$ cat config.mk
export PLATFORM = sky130hd
export DESIGN_NAME = ea_gen
export DESIGN_NICKNAME = d
export VERILOG_FILES = /design/src/rtl/ea_pkg.sv /design/src/rtl/ea_mode_dec.sv /design/src/rtl/ea_fetch_seq.sv /design/src/rtl/ea_addr_calc.sv /design/src/rtl/ea_gen.sv
export SDC_FILE = /design/constraint.sdc
export NUM_CORES = 1
export LEC_CHECK = 0
export ABC_AREA = 1
export BUFFER_PORTS_ARGS = -buffer_cell sky130_fd_sc_hd__buf_2
export CAP_MARGIN = 20
export CORE_ASPECT_RATIO = 0.9
export CORE_MARGIN = 3
export CORE_UTILIZATION = 45
export CTS_CLUSTER_SIZE = 40
export DETAILED_ROUTE_END_ITERATION = 16
export HOLD_SLACK_MARGIN = 0.03
export PLACE_DENSITY_LB_ADDON = 0.08
export SLEW_MARGIN = 20
export SYNTH_ARGS = -nofsm -noshare
export SYNTH_HDL_FRONTEND = slang
export SYNTH_SLANG_ARGS = --single-unit
export TNS_END_PERCENT = 5
$ cat constraint.sdc
create_clock -name clk -period 2.9 [get_ports clk]
set_input_delay 0.145 -clock clk [delete_from_list [all_inputs] [get_ports clk]]
set_output_delay 0.145 -clock clk [all_outputs]
set_load 0.05 [all_outputs]
$ cat src/rtl/ea_pkg.sv
package ea_pkg;

    localparam int ADDR_W  = 16;
    localparam int BYTE_W  = 8;
    localparam int MODE_W  = 4;
    localparam int BITSEL_W = 3;
    localparam int ADV_W   = 2;

    typedef enum logic [MODE_W-1:0] {
        EM_DIR8  = 4'd0,
        EM_EXT16 = 4'd1,
        EM_IDX0  = 4'd2,
        EM_IDX8  = 4'd3,
        EM_IDX16 = 4'd4,
        EM_SPR8  = 4'd5,
        EM_SPR16 = 4'd6,
        EM_DBIT  = 4'd7
    } ea_mode_e;

    typedef enum logic [1:0] {
        BS_ZERO = 2'd0,
        BS_IX   = 2'd1,
        BS_SP   = 2'd2
    } base_sel_e;

    typedef struct packed {
        logic            legal;
        logic [ADV_W-1:0] nbytes;
        base_sel_e       base;
        logic            has_bit;
    } mode_info_t;

    function automatic mode_info_t decode_mode(input logic [MODE_W-1:0] code);
        mode_info_t r;
        r.legal   = 1'b1;
        r.nbytes  = '0;
        r.base    = BS_ZERO;
        r.has_bit = 1'b0;
        case (code)
            EM_DIR8:  r.nbytes = 2'd1;
            EM_EXT16: r.nbytes = 2'd2;
            EM_IDX0:  r.base = BS_IX;
            EM_IDX8:  begin r.nbytes = 2'd1; r.base = BS_IX; end
            EM_IDX16: begin r.nbytes = 2'd2; r.base = BS_IX; end
            EM_SPR8:  begin r.nbytes = 2'd1; r.base = BS_SP; end
            EM_SPR16: begin r.nbytes = 2'd2; r.base = BS_SP; end
            EM_DBIT:  begin r.nbytes = 2'd1; r.has_bit = 1'b1; end
            default:  r.legal = 1'b0;
        endcase
        return r;
    endfunction

endpackage

$ cat src/rtl/ea_mode_dec.sv
module ea_mode_dec
    import ea_pkg::*;
#(
    parameter int MW = MODE_W
) (
    input  logic [MW-1:0] mode_i,
    output mode_info_t    info_o
);
    always_comb begin
        info_o = decode_mode(MODE_W'(mode_i));
    end
endmodule

$ cat src/rtl/ea_fetch_seq.sv
module ea_fetch_seq
    import ea_pkg::*;
#(
    parameter int AW = ADDR_W,
    parameter int DW = BYTE_W
) (
    input  logic          clk,
    input  logic          rst,
    input  logic          start_i,
    input  mode_info_t    info_i,
    input  logic [AW-1:0] pc_i,
    output logic          accept_o,
    output logic          busy_o,
    output logic          done_o,
    output logic          fault_o,
    output logic [2*DW-1:0] opnd_o,
    output logic          rd_req_o,
    output logic [AW-1:0] rd_addr_o,
    input  logic          rd_valid_i,
    input  logic          rd_err_i,
    input  logic [DW-1:0] rd_data_i
);
    localparam int OPW = 2 * DW;

    typedef enum logic [1:0] {S_IDLE, S_FETCH, S_DONE} seq_state_e;

    seq_state_e       state_q;
    logic             cnt_q;
    logic [ADV_W-1:0] need_q;
    logic [AW-1:0]    pc_q;
    logic [OPW-1:0]   opnd_q;
    logic             fault_q;
    logic             last_byte;

    assign accept_o  = start_i && (state_q == S_IDLE);
    assign last_byte = ({1'b0, cnt_q} + 2'd1) == need_q;

    always_ff @(posedge clk) begin
        if (rst) begin
            state_q <= S_IDLE;
            cnt_q   <= 1'b0;
            need_q  <= '0;
            pc_q    <= '0;
            opnd_q  <= '0;
            fault_q <= 1'b0;
        end else begin
            case (state_q)
                S_IDLE: begin
                    if (start_i) begin
                        cnt_q   <= 1'b0;
                        need_q  <= info_i.nbytes;
                        pc_q    <= pc_i;
                        opnd_q  <= '0;
                        fault_q <= !info_i.legal;
                        if (!info_i.legal || info_i.nbytes == '0)
                            state_q <= S_DONE;
                        else
                            state_q <= S_FETCH;
                    end
                end
                S_FETCH: begin
                    if (rd_valid_i) begin
                        if (rd_err_i) begin
                            fault_q <= 1'b1;
                            state_q <= S_DONE;
                        end else begin
                            opnd_q <= {opnd_q[DW-1:0], rd_data_i};
                            if (last_byte)
                                state_q <= S_DONE;
                            else
                                cnt_q <= 1'b1;
                        end
                    end
                end
                default: state_q <= S_IDLE;
            endcase
        end
    end

    assign busy_o    = state_q != S_IDLE;
    assign done_o    = state_q == S_DONE;
    assign fault_o   = done_o && fault_q;
    assign opnd_o    = opnd_q;
    assign rd_req_o  = state_q == S_FETCH;
    assign rd_addr_o = pc_q + AW'(cnt_q);
endmodule

$ cat src/rtl/ea_addr_calc.sv
module ea_addr_calc
    import ea_pkg::*;
#(
    parameter int AW = ADDR_W,
    parameter int DW = BYTE_W,
    parameter int BW = BITSEL_W
) (
    input  logic          clk,
    input  logic          rst,
    input  logic          load_i,
    input  mode_info_t    info_i,
    input  logic [AW-1:0] ix_i,
    input  logic [AW-1:0] sp_i,
    input  logic [BW-1:0] bitsel_i,
    input  logic          done_i,
    input  logic          fault_i,
    input  logic [2*DW-1:0] opnd_i,
    output logic [AW-1:0] ea_o,
    output logic [BW-1:0] bit_o,
    output logic [ADV_W-1:0] adv_o
);
    mode_info_t    info_q;
    logic [AW-1:0] ix_q;
    logic [AW-1:0] sp_q;
    logic [BW-1:0] bit_q;
    logic [AW-1:0] base;
    logic [AW-1:0] sum;
    logic          good;

    always_ff @(posedge clk) begin
        if (rst) begin
            info_q <= '0;
            ix_q   <= '0;
            sp_q   <= '0;
            bit_q  <= '0;
        end else if (load_i) begin
            info_q <= info_i;
            ix_q   <= ix_i;
            sp_q   <= sp_i;
            bit_q  <= bitsel_i;
        end
    end

    always_comb begin
        case (info_q.base)
            BS_IX:   base = ix_q;
            BS_SP:   base = sp_q;
            default: base = '0;
        endcase
        sum  = base + AW'(opnd_i);
        good = done_i && !fault_i;
        ea_o  = good ? sum : '0;
        adv_o = good ? info_q.nbytes : '0;
        bit_o = (good && info_q.has_bit) ? bit_q : '0;
    end
endmodule

$ cat src/rtl/ea_gen.sv
module ea_gen
    import ea_pkg::*;
#(
    parameter int AW = ADDR_W,
    parameter int DW = BYTE_W,
    parameter int MW = MODE_W,
    parameter int BW = BITSEL_W
) (
    input  logic          clk,
    input  logic          rst,
    input  logic          start_i,
    input  logic [MW-1:0] mode_i,
    input  logic [AW-1:0] pc_i,
    input  logic [AW-1:0] ix_i,
    input  logic [AW-1:0] sp_i,
    input  logic [BW-1:0] bitsel_i,
    output logic          busy_o,
    output logic          done_o,
    output logic          fault_o,
    output logic [AW-1:0] ea_o,
    output logic [BW-1:0] bit_o,
    output logic [ADV_W-1:0] adv_o,
    output logic          rd_req_o,
    output logic [AW-1:0] rd_addr_o,
    input  logic          rd_valid_i,
    input  logic          rd_err_i,
    input  logic [DW-1:0] rd_data_i
);
    mode_info_t       info;
    logic             accept;
    logic [2*DW-1:0]  opnd;

    ea_mode_dec #(.MW(MW)) u_dec (
        .mode_i (mode_i),
        .info_o (info)
    );

    ea_fetch_seq #(.AW(AW), .DW(DW)) u_seq (
        .clk        (clk),
        .rst        (rst),
        .start_i    (start_i),
        .info_i     (info),
        .pc_i       (pc_i),
        .accept_o   (accept),
        .busy_o     (busy_o),
        .done_o     (done_o),
        .fault_o    (fault_o),
        .opnd_o     (opnd),
        .rd_req_o   (rd_req_o),
        .rd_addr_o  (rd_addr_o),
        .rd_valid_i (rd_valid_i),
        .rd_err_i   (rd_err_i),
        .rd_data_i  (rd_data_i)
    );

    ea_addr_calc #(.AW(AW), .DW(DW), .BW(BW)) u_calc (
        .clk      (clk),
        .rst      (rst),
        .load_i   (accept),
        .info_i   (info),
        .ix_i     (ix_i),
        .sp_i     (sp_i),
        .bitsel_i (bitsel_i),
        .done_i   (done_o),
        .fault_i  (fault_o),
        .opnd_i   (opnd),
        .ea_o     (ea_o),
        .bit_o    (bit_o),
        .adv_o    (adv_o)
    );
endmodule

# --- After elaboration in Yosys (flattened, before gate mapping) ---
# Cells that the tools add are included.
totals:
  ff_bits: 78
  word_cells: 82
  out_inout_bits: 41
  inputBits: 68
classes:
  addsub: 3
  n_reduce_logical: 22
  muxes: 27
  eq_ne: 18
ops:
  columns: ["op", "n"]
  rows:
  - ["2-to-1 mux 16 bit", 4]
  - ["case mux 16 bit (2 select lines)", 2]
  - ["adder 16 x 1 -> 16 bit", 1]
  - ["adder 16 bit", 1]
  - ["== test 4 x 3 -> 1 bit (second input constant)", 4]
  - ["2-to-1 mux 2 bit", 6]
  - ["case mux 2 bit (2 select lines)", 3]
  - ["2-to-1 mux 1 bit", 9]
  - ["== test 4 x 2 -> 1 bit (second input constant)", 2]
  - ["AND reduction 4 bit", 2]
  - ["OR reduction 8 bit", 1]
  - ["!= test 2 bit (second input constant)", 3]
  - ["OR reduction 3 bit", 2]
  - ["AND reduction 5 bit", 1]
  - ["== test 2 x 1 -> 1 bit (second input constant)", 2]
  - ["== test 2 bit (second input constant)", 2]
  - ["== test 4 x 1 -> 1 bit (second input constant)", 1]
  - ["logical AND 1 bit", 4]
  - ["logical NOT 2 bit", 2]
  - ["logical NOT 4 bit", 1]
  - ["!= test 2 x 1 -> 1 bit (second input constant)", 2]
  - ["case mux 1 bit (2 select lines)", 2]
  - ["nonzero test 2 bit", 2]
  - ["OR reduction 4 bit", 1]
  - ["9 further kinds", 10]

# --- Depth between registers and ports, before layout ---
# Gate-level depths: netlist of the first run.
logic_depth:
  word_depth: 8
  depth_mapped: 16
  depth_no_buf: 14

# --- Hierarchy ---
# A second synthesis of the first run with hierarchy kept.
unflattened:
  hier_cells: 736
  hier_area_um2: 4719.5
modules_own_cells:
  columns: ["module", "seq_area_each_um2", "area_per_inst_um2", "n_inst", "cells_each"]
  rows:
  - ["ea_addr_calc", 800.8, 2697.6, 1, 430]
  - ["ea_fetch_seq", 760.7, 1919.3, 1, 283]
  - ["ea_mode_dec", 0.0, 102.6, 1, 23]

# --- Worst setup path before layout of the first run ---
# Ideal clock, no wire load.
synth_path:
  path_kind: "reg2out"
  startpoint: "reg u_calc.info_q[1] (netlist bit)"
  endpoint: "out ea_o[12]"
  required_time_ns: 2.755
  path_stages_with_launch: 15
  path_buffers: 2
  arrival_time_ns: 2.881
  setup_slack_ns: -0.126
  path_cell_list: "dfxtp_1 inv_1 ha_1 clkbuf_1 clkbuf_1 a21oi_1 ha_1 fa_1 nand3_1 nand3_1 nand3_1 nand3_1 nand2_1 nand2_1 nor2_1"
synth_between:
  elab_chain_cells: 4
  word_cells_on_any_way: 5
  classes_between: "1 x add/sub; 2 x eq/ne; 2 x mux"
synth_lines:
  columns: ["item", "line_no", "rtl"]
  rows:
  - ["start, declared", "ea_addr_calc.sv:22", "mode_info_t info_q;"]
  - ["start signal, assigned", "ea_addr_calc.sv:37", "info_q <= info_i;"]
  - ["== test 2 bit / == test 2 x 1 -> 1 bit (equally long branches)", "ea_addr_calc.sv:45", "case (info_q.base)"]
  - ["case mux 16 bit (2 select lines) *", "ea_addr_calc.sv:45", null]
  - ["adder 16 bit *", "ea_addr_calc.sv:50", "sum = base + AW'(opnd_i);"]
  - ["2-to-1 mux 16 bit *", "ea_addr_calc.sv:52", "ea_o = good ? sum : '0;"]
  - ["end, declared", "ea_gen.sv:20", "output logic [AW-1:0] ea_o,"]
# Mark *: on every way between the ends. The rest lies on a longest branch, timed or not.

# --- Final worst setup path of the first run ---
layout_path:
  startpoint: "reg u_calc.info_q[1] (netlist bit)"
  endpoint: "out ea_o[13]"
# The elaborated chain is that of the path after synthesis.

==> impl.org, run 1 <==
** Synth
- Per-instance average area after synthesis :: 6.60 µm²
- The share of the Yosys chip area taken by registers is 34.4%.
- Largest cells by area after synthesis :: dfxtp_1 34%, nand2_1 13%, nor2_1 11%, o21ai_0 7.0%, a21oi_1 6.4%
- Sorting the synthesized cells by how often they occur yields 148 x nand2_1, 124 x nor2_1, 76 x dfxtp_1, 65 x inv_1, 62 x o21ai_0.
- In this run the biggest area consumer among cell types represents 34.4% of the synthesized area.
- Number of warnings reported in the yosys synthesis log :: 0
- After technology mapping, the gate count stands at 671.
- Yosys mapped a number of flops with a built-in enable equal to 0.
- Nets in the synthesized netlist :: 759
- In the synthesized netlist the dominant register cell turns out to be dfxtp_1.
- Yosys instantiated no cell more often than nand2_1.
- Synth cell types :: 37
- Async set or reset register ratio after synthesis :: 0%
- Cell taking the most area after synthesis :: dfxtp_1
- The synthesized design contains 76 register bits.
- Mapped Area :: 4430 µm²

** Clock network
- Counting along the longest clock path gives a buffer depth of 2.
- Count of H-tree levels built during CTS :: 3
- Cell chosen for the clock root :: clkbuf_8
- Clock Sink Count :: 76
- Total CTS buffers :: 9
- Clk_lat worst skew :: 0.34 ns
- TritonCTS built the clock tree.
- Clock transition time at the flip-flop clock pins of the worst setup and hold paths :: 0.08 ns

** Global routing
- Global router's overall resource usage :: 21.4%
- The number of antenna violations at the first check in global routing is 0.
- The first global-routing pass estimated 19.8 mm of wire.
- Largest net degree at the start of global routing :: 50
- Summed over all layers, the global routing overflow is 0.
- Vias in the first global route :: 4201

** Route
- Dividing the detail-routed via count by the number of cells gives 4.83.
- Post-route antenna net violation count :: 0
- In the routed design, unresolved DRC markers number 0.
- The final layout contains routed wiring with a total length of 12.3 mm.
- The detailed router finished its first iteration with 279 violations.
- Dividing the detail-routed wire length by the instance count gives 13.0 µm.
- For this run, the detailed router's first-pass iteration total came to 6.
- Total via count in the routed design :: 4551

** Floorplanning
- In this run the horizontal extent of the chip is 111 µm.
- The floorplan step defined a die boundary enclosing 11100 µm².
- Starting Density :: 47.5%
- Core outline area :: 9330 µm²
- The initialized floorplan defines 33 standard-cell rows.
- Die outline height :: 100 µm
- In this run the count of I/O pins placed on the die edge is 109.

** Place
- Routability-driven placement finished with a final weighted congestion of 0.874.
- In this run the tool buffered the top-level ports with 108 buffer cells.
- Summing all placed instances gives a cell area of 5000 µm².
- OpenSTA, run right after detailed placement, puts the worst setup slack at 0.185 ns.
- DP HPWL :: 8.72 mm

** Critical path
- The setup path with the least slack is of type reg2out.
- The critical path contains buffers and inverters numbering 3 combined.
- Crit path required time :: 2.76 ns
- The signal on the critical path passes through inv_1 > ha_4 > clkbuf_16 > a21oi_1 > ha_1 > nand2_1 > nor3_2 > nand2_1 > nand3_1 > nand2_1 > nor2_1 > buf_6.
- The kind of cell with the highest combined delay along the critical path is simple AND/OR/NAND/NOR gates.
- Slowest CP cell :: ha_1
- Setup crit end kind :: primary output
- In this design, the stage delay of the slowest critical-path cell is 0.39 ns.
- CP Launch Type :: flip-flop
- In this run the worst path has a maximum fanout of 6.
- Cell occurring most often along the worst timing path :: nand2_1
- Arrival time worst endpoint :: 2.61 ns

** Power
- The completed layout was analyzed and its total power is 2.94 mW.
- Highest ir drop seen on vdd :: 0.000287 V
- For this design the ratio of total power to cell area is 497 nW/µm².
- Leak Pwr :: 2.79 nW

** Timing
- Number of max-slew violations in the final report :: 0
- Final Hold Viols :: 0
- Fmax :: 363 MHz
- Clock skew :: 0.00495 ns
- Setup violations remaining at the end of the flow were counted as 0.
- In the post-route analysis, the smallest setup slack over all paths is 0.145 ns.
- Setup repair after global routing missed its margin :: true
- The final critical path takes up 95.0% of the cycle.
- Tightest Pin Transition :: 0.694 ns
- Worst slew margin relative to its limit :: 53.7%
- The worst path needs 2.75 ns of the cycle, external delays included.

** Layout
- 0 antenna diodes ended up in the layout.
- Growth of design area from synthesis to finish :: 33.3%
- Of the cells placed in the final design, the portion with a size suffix greater than 1 is 24.8%.
- Final Net Count :: 904
- At the end of the flow the core is filled with cells to 63.3%.
- Count of fill cells added during filler insertion :: 878
- Summing all non-filler instances in the final layout gives an area of 5900 µm².

** Run
- The tool flagged a number of max-cap violations equal to 0.

** Status
- Outcome :: complete, no violations

** Min path
- The worst hold path belongs to the class in2reg.
-- repair_timing --
item                       in CTS  in global routing
hold endpoints to repair       41                  0
gates resized for setup         9                 48
hold buffers                   41                  0
cloned                          0                  1
setup buffers                   0                  8
setup endpoints to repair      13                 13
pin swaps                       0                 16
-- area by class of cell --
cell class / count / area, µm² / area share [%]
clock buffers: 10 / 138 / 2.33
multi-input cells: 497 / 2630 / 44.5
well taps: 122 / 153 / 2.59
flip-flops and latches: 76 / 1530 / 25.9
repair buffers: 162 / 1120 / 18.9
inverters: 70 / 270 / 4.58
clock inverters: 6 / 71.3 / 1.21
-- layer usage --
layer | global-route usage (%) | vias to the layer above | share of wire, %
met5 | 0 | - | 0
met4 | 4.64 | 0 | 0.91
met3 | 3.86 | 11 | 6.0
met2 | 32.7 | 131 | 43
met1 | 31.6 | 1990 | 50
li1 | - | 2419 | -
-- worst register-to-register path: cells and delay by family (launching register included) --
kind | cells | cell delay [ns]
DFF | 1 | 0.51
and+or+nand+nor | 4 | 0.36
buffers and inverters | 3 | 0.93
-- stage by stage --
| step | hold slack, ns | cells | TNS (ns) |
|---|---|---|---|
| finish | 0.0520 | 943 | 0 |
| global route | 0.0310 | 943 | -0.0896 |
| CTS | 0.0319 | 934 | 0 |
| detailed placement | 0.376 | 877 | 0 |
| global placement | 0.366 | 877 | 0 |
| floorplan | 0.280 | 671 | -0.276 |
-- power breakdown --
part | leakage, nW | switching, mW | internal [mW]
Combinational | 2.06 | 0.543 | 0.292
Sequential | 0.627 | 0.0993 | 1.16
Clock | 0.0991 | 0.411 | 0.427
Total | 2.79 | 1.05 | 1.88
-- flip-flops by register name, indices dropped and copies added, names as in the netlist --
signal         flops
u_calc.ix_q       16
u_calc.sp_q       16
u_seq.opnd_o      16
u_seq.pc_q        16
u_calc.info_q      4
u_calc.bit_q       3
u_seq.state_q      2
u_seq.cnt_q        1
u_seq.fault_q      1
u_seq.need_q       1
-- cell families after synthesis --
kind of cell    synth area share (%)
buf+inv                         9.61
xor+xnor                        2.97
flops                           34.4
compound gates                  16.5
fa+ha+maj                       5.82
simple gates                    30.8
-- worst paths after layout --
kind,end,start,cells after the start,slack [ns]
setup / recovery,ea_o[13],u_calc.info_q[1],12,0.15
setup reg to reg,u_calc.sp_q[13],u_seq.state_q[1],7,1.04
hold reg to reg,u_calc.bit_q[0],u_calc.bit_q[0],2,0.46
hold / removal,u_seq.opnd_o[3],rd_data_i[3],3,0.05
-- cell usage in the layout, fill, tap and decap left out, drive strengths merged --
master       netlist  layout
o21ai             64      64
bufinv             0       1
nor2             128     128
a211oi             1       1
dlygate4sd3        0      41
nand2            161     161
and2               1       1
o31ai              1       1
nand3             20      20
fa                 1       1
nor3               9       9
xor2               8       8
clkinvlp           0       2
dfxtp             76      76
a21oi             67      67
o22ai              1       1
clkinv             0       2
or2                2       2
nand3b             1       1
xnor2              7       7
nand4              4       4
inv               70      71
clkbuf            16      11
a31oi              1       1
buf               12     120
and3               1       1
ha                19      19
No activity file was read; power rests on OpenSTA's default activity.
==> run 2: changes to the inputs <==
--- a/config.mk
+++ b/config.mk
@@ -15,6 +15,7 @@
 export DETAILED_ROUTE_END_ITERATION = 16
 export HOLD_SLACK_MARGIN = 0.03
 export PLACE_DENSITY_LB_ADDON = 0.08
+export RECOVER_POWER = 100
 export SLEW_MARGIN = 20
 export SYNTH_ARGS = -nofsm -noshare
 export SYNTH_HDL_FRONTEND = slang
==> run 2 against run 1 <==
Critical path type unchanged. Setup slack worse by 0.0048 ns. Final area is 1.3% lower. Critical path depth stayed put. Largest cell class unchanged. Die area stayed put. Via count is 0.46% higher. Critical endpoint unchanged. Routed wire length hardly changed. Combinational power is 2.6% lower. Clock-buffer cell count stayed put. Global-route usage stayed put. Sequential power hardly changed.
==> impl.org, run 2 (synthesis gave the netlist of run 1 again) <==
** Status
- The run finished with clean final reports.

** Global routing
- Remaining global-route overflow :: 0 (unchanged)
- Largest net degree at the start of global routing :: 50 (unchanged)
- First-pass GRT wire length :: 19.8 mm (unchanged)
- Antenna violations before repair :: 0 (unchanged)
- Global router's overall resource usage :: 21.4% (unchanged)
- The via count of the first global-routing pass was 4201 (unchanged).

** Power
- Leak Pwr :: 2.72 nW (-2.2%)
- The combinational cell fraction of total power came to 27.9% (-0.5 points).
- Highest ir drop seen on vdd :: 0.000279 V (-2.7%)
- Reported net switching power :: 1.05 mW (-0.71%)
- Internal power component :: 1.87 mW (-0.74%)
- Power share of the sequential group :: 43.3% (+0.3 points)
- The switching part of the total came to 35.9% (about the same).
- The clock network fraction of total power came to 28.8% (+0.3 points).
- Pwr Density :: 500 nW/µm² (+0.53%)

** Floorplanning
- I/O pin count :: 109 (unchanged)
- Number of cell rows :: 33 (unchanged)
- The core box area is 9330 µm² (unchanged).
- Die Footprint :: 11100 µm² (unchanged)
- The starting utilization of the core area was 47.5% (unchanged).
- Die outline height :: 100 µm (unchanged)
- Chip Width :: 111 µm (unchanged)

** Critical path
- Buffers and inverters on the worst path :: 3 (unchanged)
- Tracing the worst setup path back leads to its startpoint at u_calc.info_q[1].
- The required time of the worst setup path was 2.76 ns (about the same).
- The worst setup path is launched from a flip-flop.
- Setup crit end kind :: primary output
- The worst path arrival time is 2.61 ns (about the same).
- In this design, the critical path's most frequently occurring cell is nand2_1.
- On the critical path the largest part of the delay comes from simple AND/OR/NAND/NOR gates.
- Biggest cell delay along the critical path :: 0.39 ns (about the same)
- For this design, the slowest cell found on the critical path is ha_1.
- By startpoint and endpoint, the worst setup path is classified as reg2out.
- Traced cell by cell, the critical path runs through inv_1 > ha_4 > clkbuf_16 > a21oi_1 > ha_1 > nand2_1 > nor3_2 > nand2_1 > nand3_1 > nand2_1 > nor2_1 > buf_6.
- The largest fanout on the critical path is 6 (unchanged).
- Worst reg2reg startpoint :: u_seq.state_q[0]

** Layout
- The share of post-route cells with drive strength above 1 is 21.7% (-3.2 points).
- Diode insertion count for antenna repair :: 0 (unchanged)
- Count of fill cells added during filler insertion :: 901 (+2.6%)
- The final instance area was 5830 µm² (-1.3%).
- The library cell used most frequently in the layout, excluding fill and tap cells, is nand2_1.
- Final Net Count :: 904 (unchanged)
- In the layout the commonest cells are 144 x nand2_1, 124 x nor2_1, 87 x buf_2, 74 x dfxtp_1, 65 x inv_1.
- Growth of design area from synthesis to finish :: 31.6%
- Non-filler instance count after layout :: 943 (unchanged)
- The multi-input gate area in the final layout came to 2580 µm² (-1.8%).
- Sequential standard cell area :: 1530 µm² (unchanged)
- Share of the core filled with cells :: 62.5% (-0.79 points)

** Route
- The total via count after detailed routing was 4572 (+0.46%).
- The routed length per instance was 13.0 µm (about the same).
- The overall routed net length is 12.3 mm (about the same).
- The number of vias per cell was 4.85 (+0.46%).
- The residual antenna-violating net count after detailed routing is 0 (unchanged).
- The number of DRC markers in iteration 0 is 263 (-5.7%).
- DRC :: 0 (unchanged)
- TritonRoute pass-1 iters :: 5 (-1)

** Clock network
- Clock transition time at the flip-flop clock pins of the worst setup and hold paths :: 0.08 ns (about the same)
- Total CTS buffers :: 9 (unchanged)
- The number of sinks driven by the clock tree came to 76 (unchanged).
- The clock tree buffer depth came to 2 (unchanged).
- Count of H-tree levels built during CTS :: 3 (unchanged)
- Clk_lat worst skew :: 0.34 ns (about the same)
- Cell chosen for the clock root :: clkbuf_8
- TritonCTS built the clock tree.

** Place
- DP HPWL :: 8.72 mm (unchanged)
- Number of placed instances, taps included :: 877 (unchanged)
- The number of I/O port buffers was 108 (unchanged).
- Worst slack at placement :: 0.185 ns (unchanged)
- RD Place Congestion :: 0.874 (unchanged)
- Instance area after placement :: 5000 µm² (unchanged)

** Timing
- Final Hold Viols :: 0 (unchanged)
- The setup skew after layout was 0.00617 ns (+0.00123 ns).
- The final clock period utilization by the worst path is 95.2% (+0.17 points).
- The final critical delay including setup and external delays came to 2.76 ns (+0.00482 ns).
- The final number of setup-violating endpoints is 0 (unchanged).
- Setup repair after global routing could not meet its margin everywhere.
- Tightest Pin Transition :: 1.08 ns (+0.391 ns)
- Number of max-slew violations in the final report :: 0 (unchanged)
- The worst slew margin relative to its limit is 27.6% (-26 points).
- The highest clock rate is 362 MHz (-0.17%).
- Hold_ws :: 0.0473 ns (-0.00461 ns)
- Setup slack of the critical path after layout :: 0.140 ns (-0.00482 ns)

** Min path
- Min-delay worst type :: in2reg
- Min-Delay Startpoint :: sp_i[4]

** Run
- Max-cap violations :: 0 (unchanged)
==> run 2: cell count changes in the layout (fill, tap and decap cells not counted), moves of 2 or more <==
cell / delta
clkbuf_1: +13
inv_2: -2
clkbuf_2: +2
a21oi_2: -7
buf_2: -13
clkinvlp_2: +2
inv_1: +2
nor2_4: -2
nor2_1: +3
buf_4: -2
a21oi_1: +7
==> run 2: worst paths after layout <==
kind,endpoint,slack (ns),depth (start not counted)
min,u_calc.sp_q[4],0.05,3
max,ea_o[13],0.14,12
max reg2reg,u_seq.opnd_o[5],0.44,7
min reg2reg,u_calc.bit_q[0],0.46,2
==> run 2: power by group through the flow <==
stage	clock (mW)	sequential [mW]	combinational, mW
finish	0.839	1.26	0.813
global route	0.899	1.28	0.898
CTS	0.860	1.26	0.768
detailed placement	0	1.28	0.720
global placement	0	1.28	0.705
floorplan	0	1.25	0.571
==> run 2: worst reg2reg max path, stage by stage (launching register included) <==
cell and delay (ns):
dfxtp_1 0.49, nand2_1 0.08, o21ai_0 0.30, clkinvlp_2 0.35, nand3_4 0.13, clkinvlp_2 0.65, nand2_1 0.25, a21oi_1 0.09
==> run 2: cell type report <==
class	instances	share of cell area (%)
Inverter	70	4.55
Multi-Input combinational cell	497	44.3
Clock buffer	10	2.36
Tap cell	122	2.62
Timing Repair Buffer	162	18.8
Clock inverter	6	1.22
Sequential cell	76	26.2
==> run 2: through the flow <==
stage          power [mW]  TNS, ns
2_1_floorplan        1.82   -0.276
3_3_place_gp         1.99        0
3_5_place_dp         2.00        0
4_1_cts              2.89        0
5_1_grt              3.07  -0.0896
6_report             2.91        0
==> run 2: routing by layer <==
metal  global-route usage [%]  vias up  routed length (µm)
li1                         -     2419                   -
met2                     32.7      143                5310
met4                     4.64        0                  89
met3                     3.86        8                 707
met1                     31.6     2002                6150
met5                        0        -                   0
==> run 2: timing repair <==
action,in CTS,in global routing
endpoints found under the setup margin,13,13
resized for setup,9,48
hold buffers,41,0
cloned,0,1
pin swaps,0,16
endpoints found under the hold margin,41,0
setup buffers,0,8
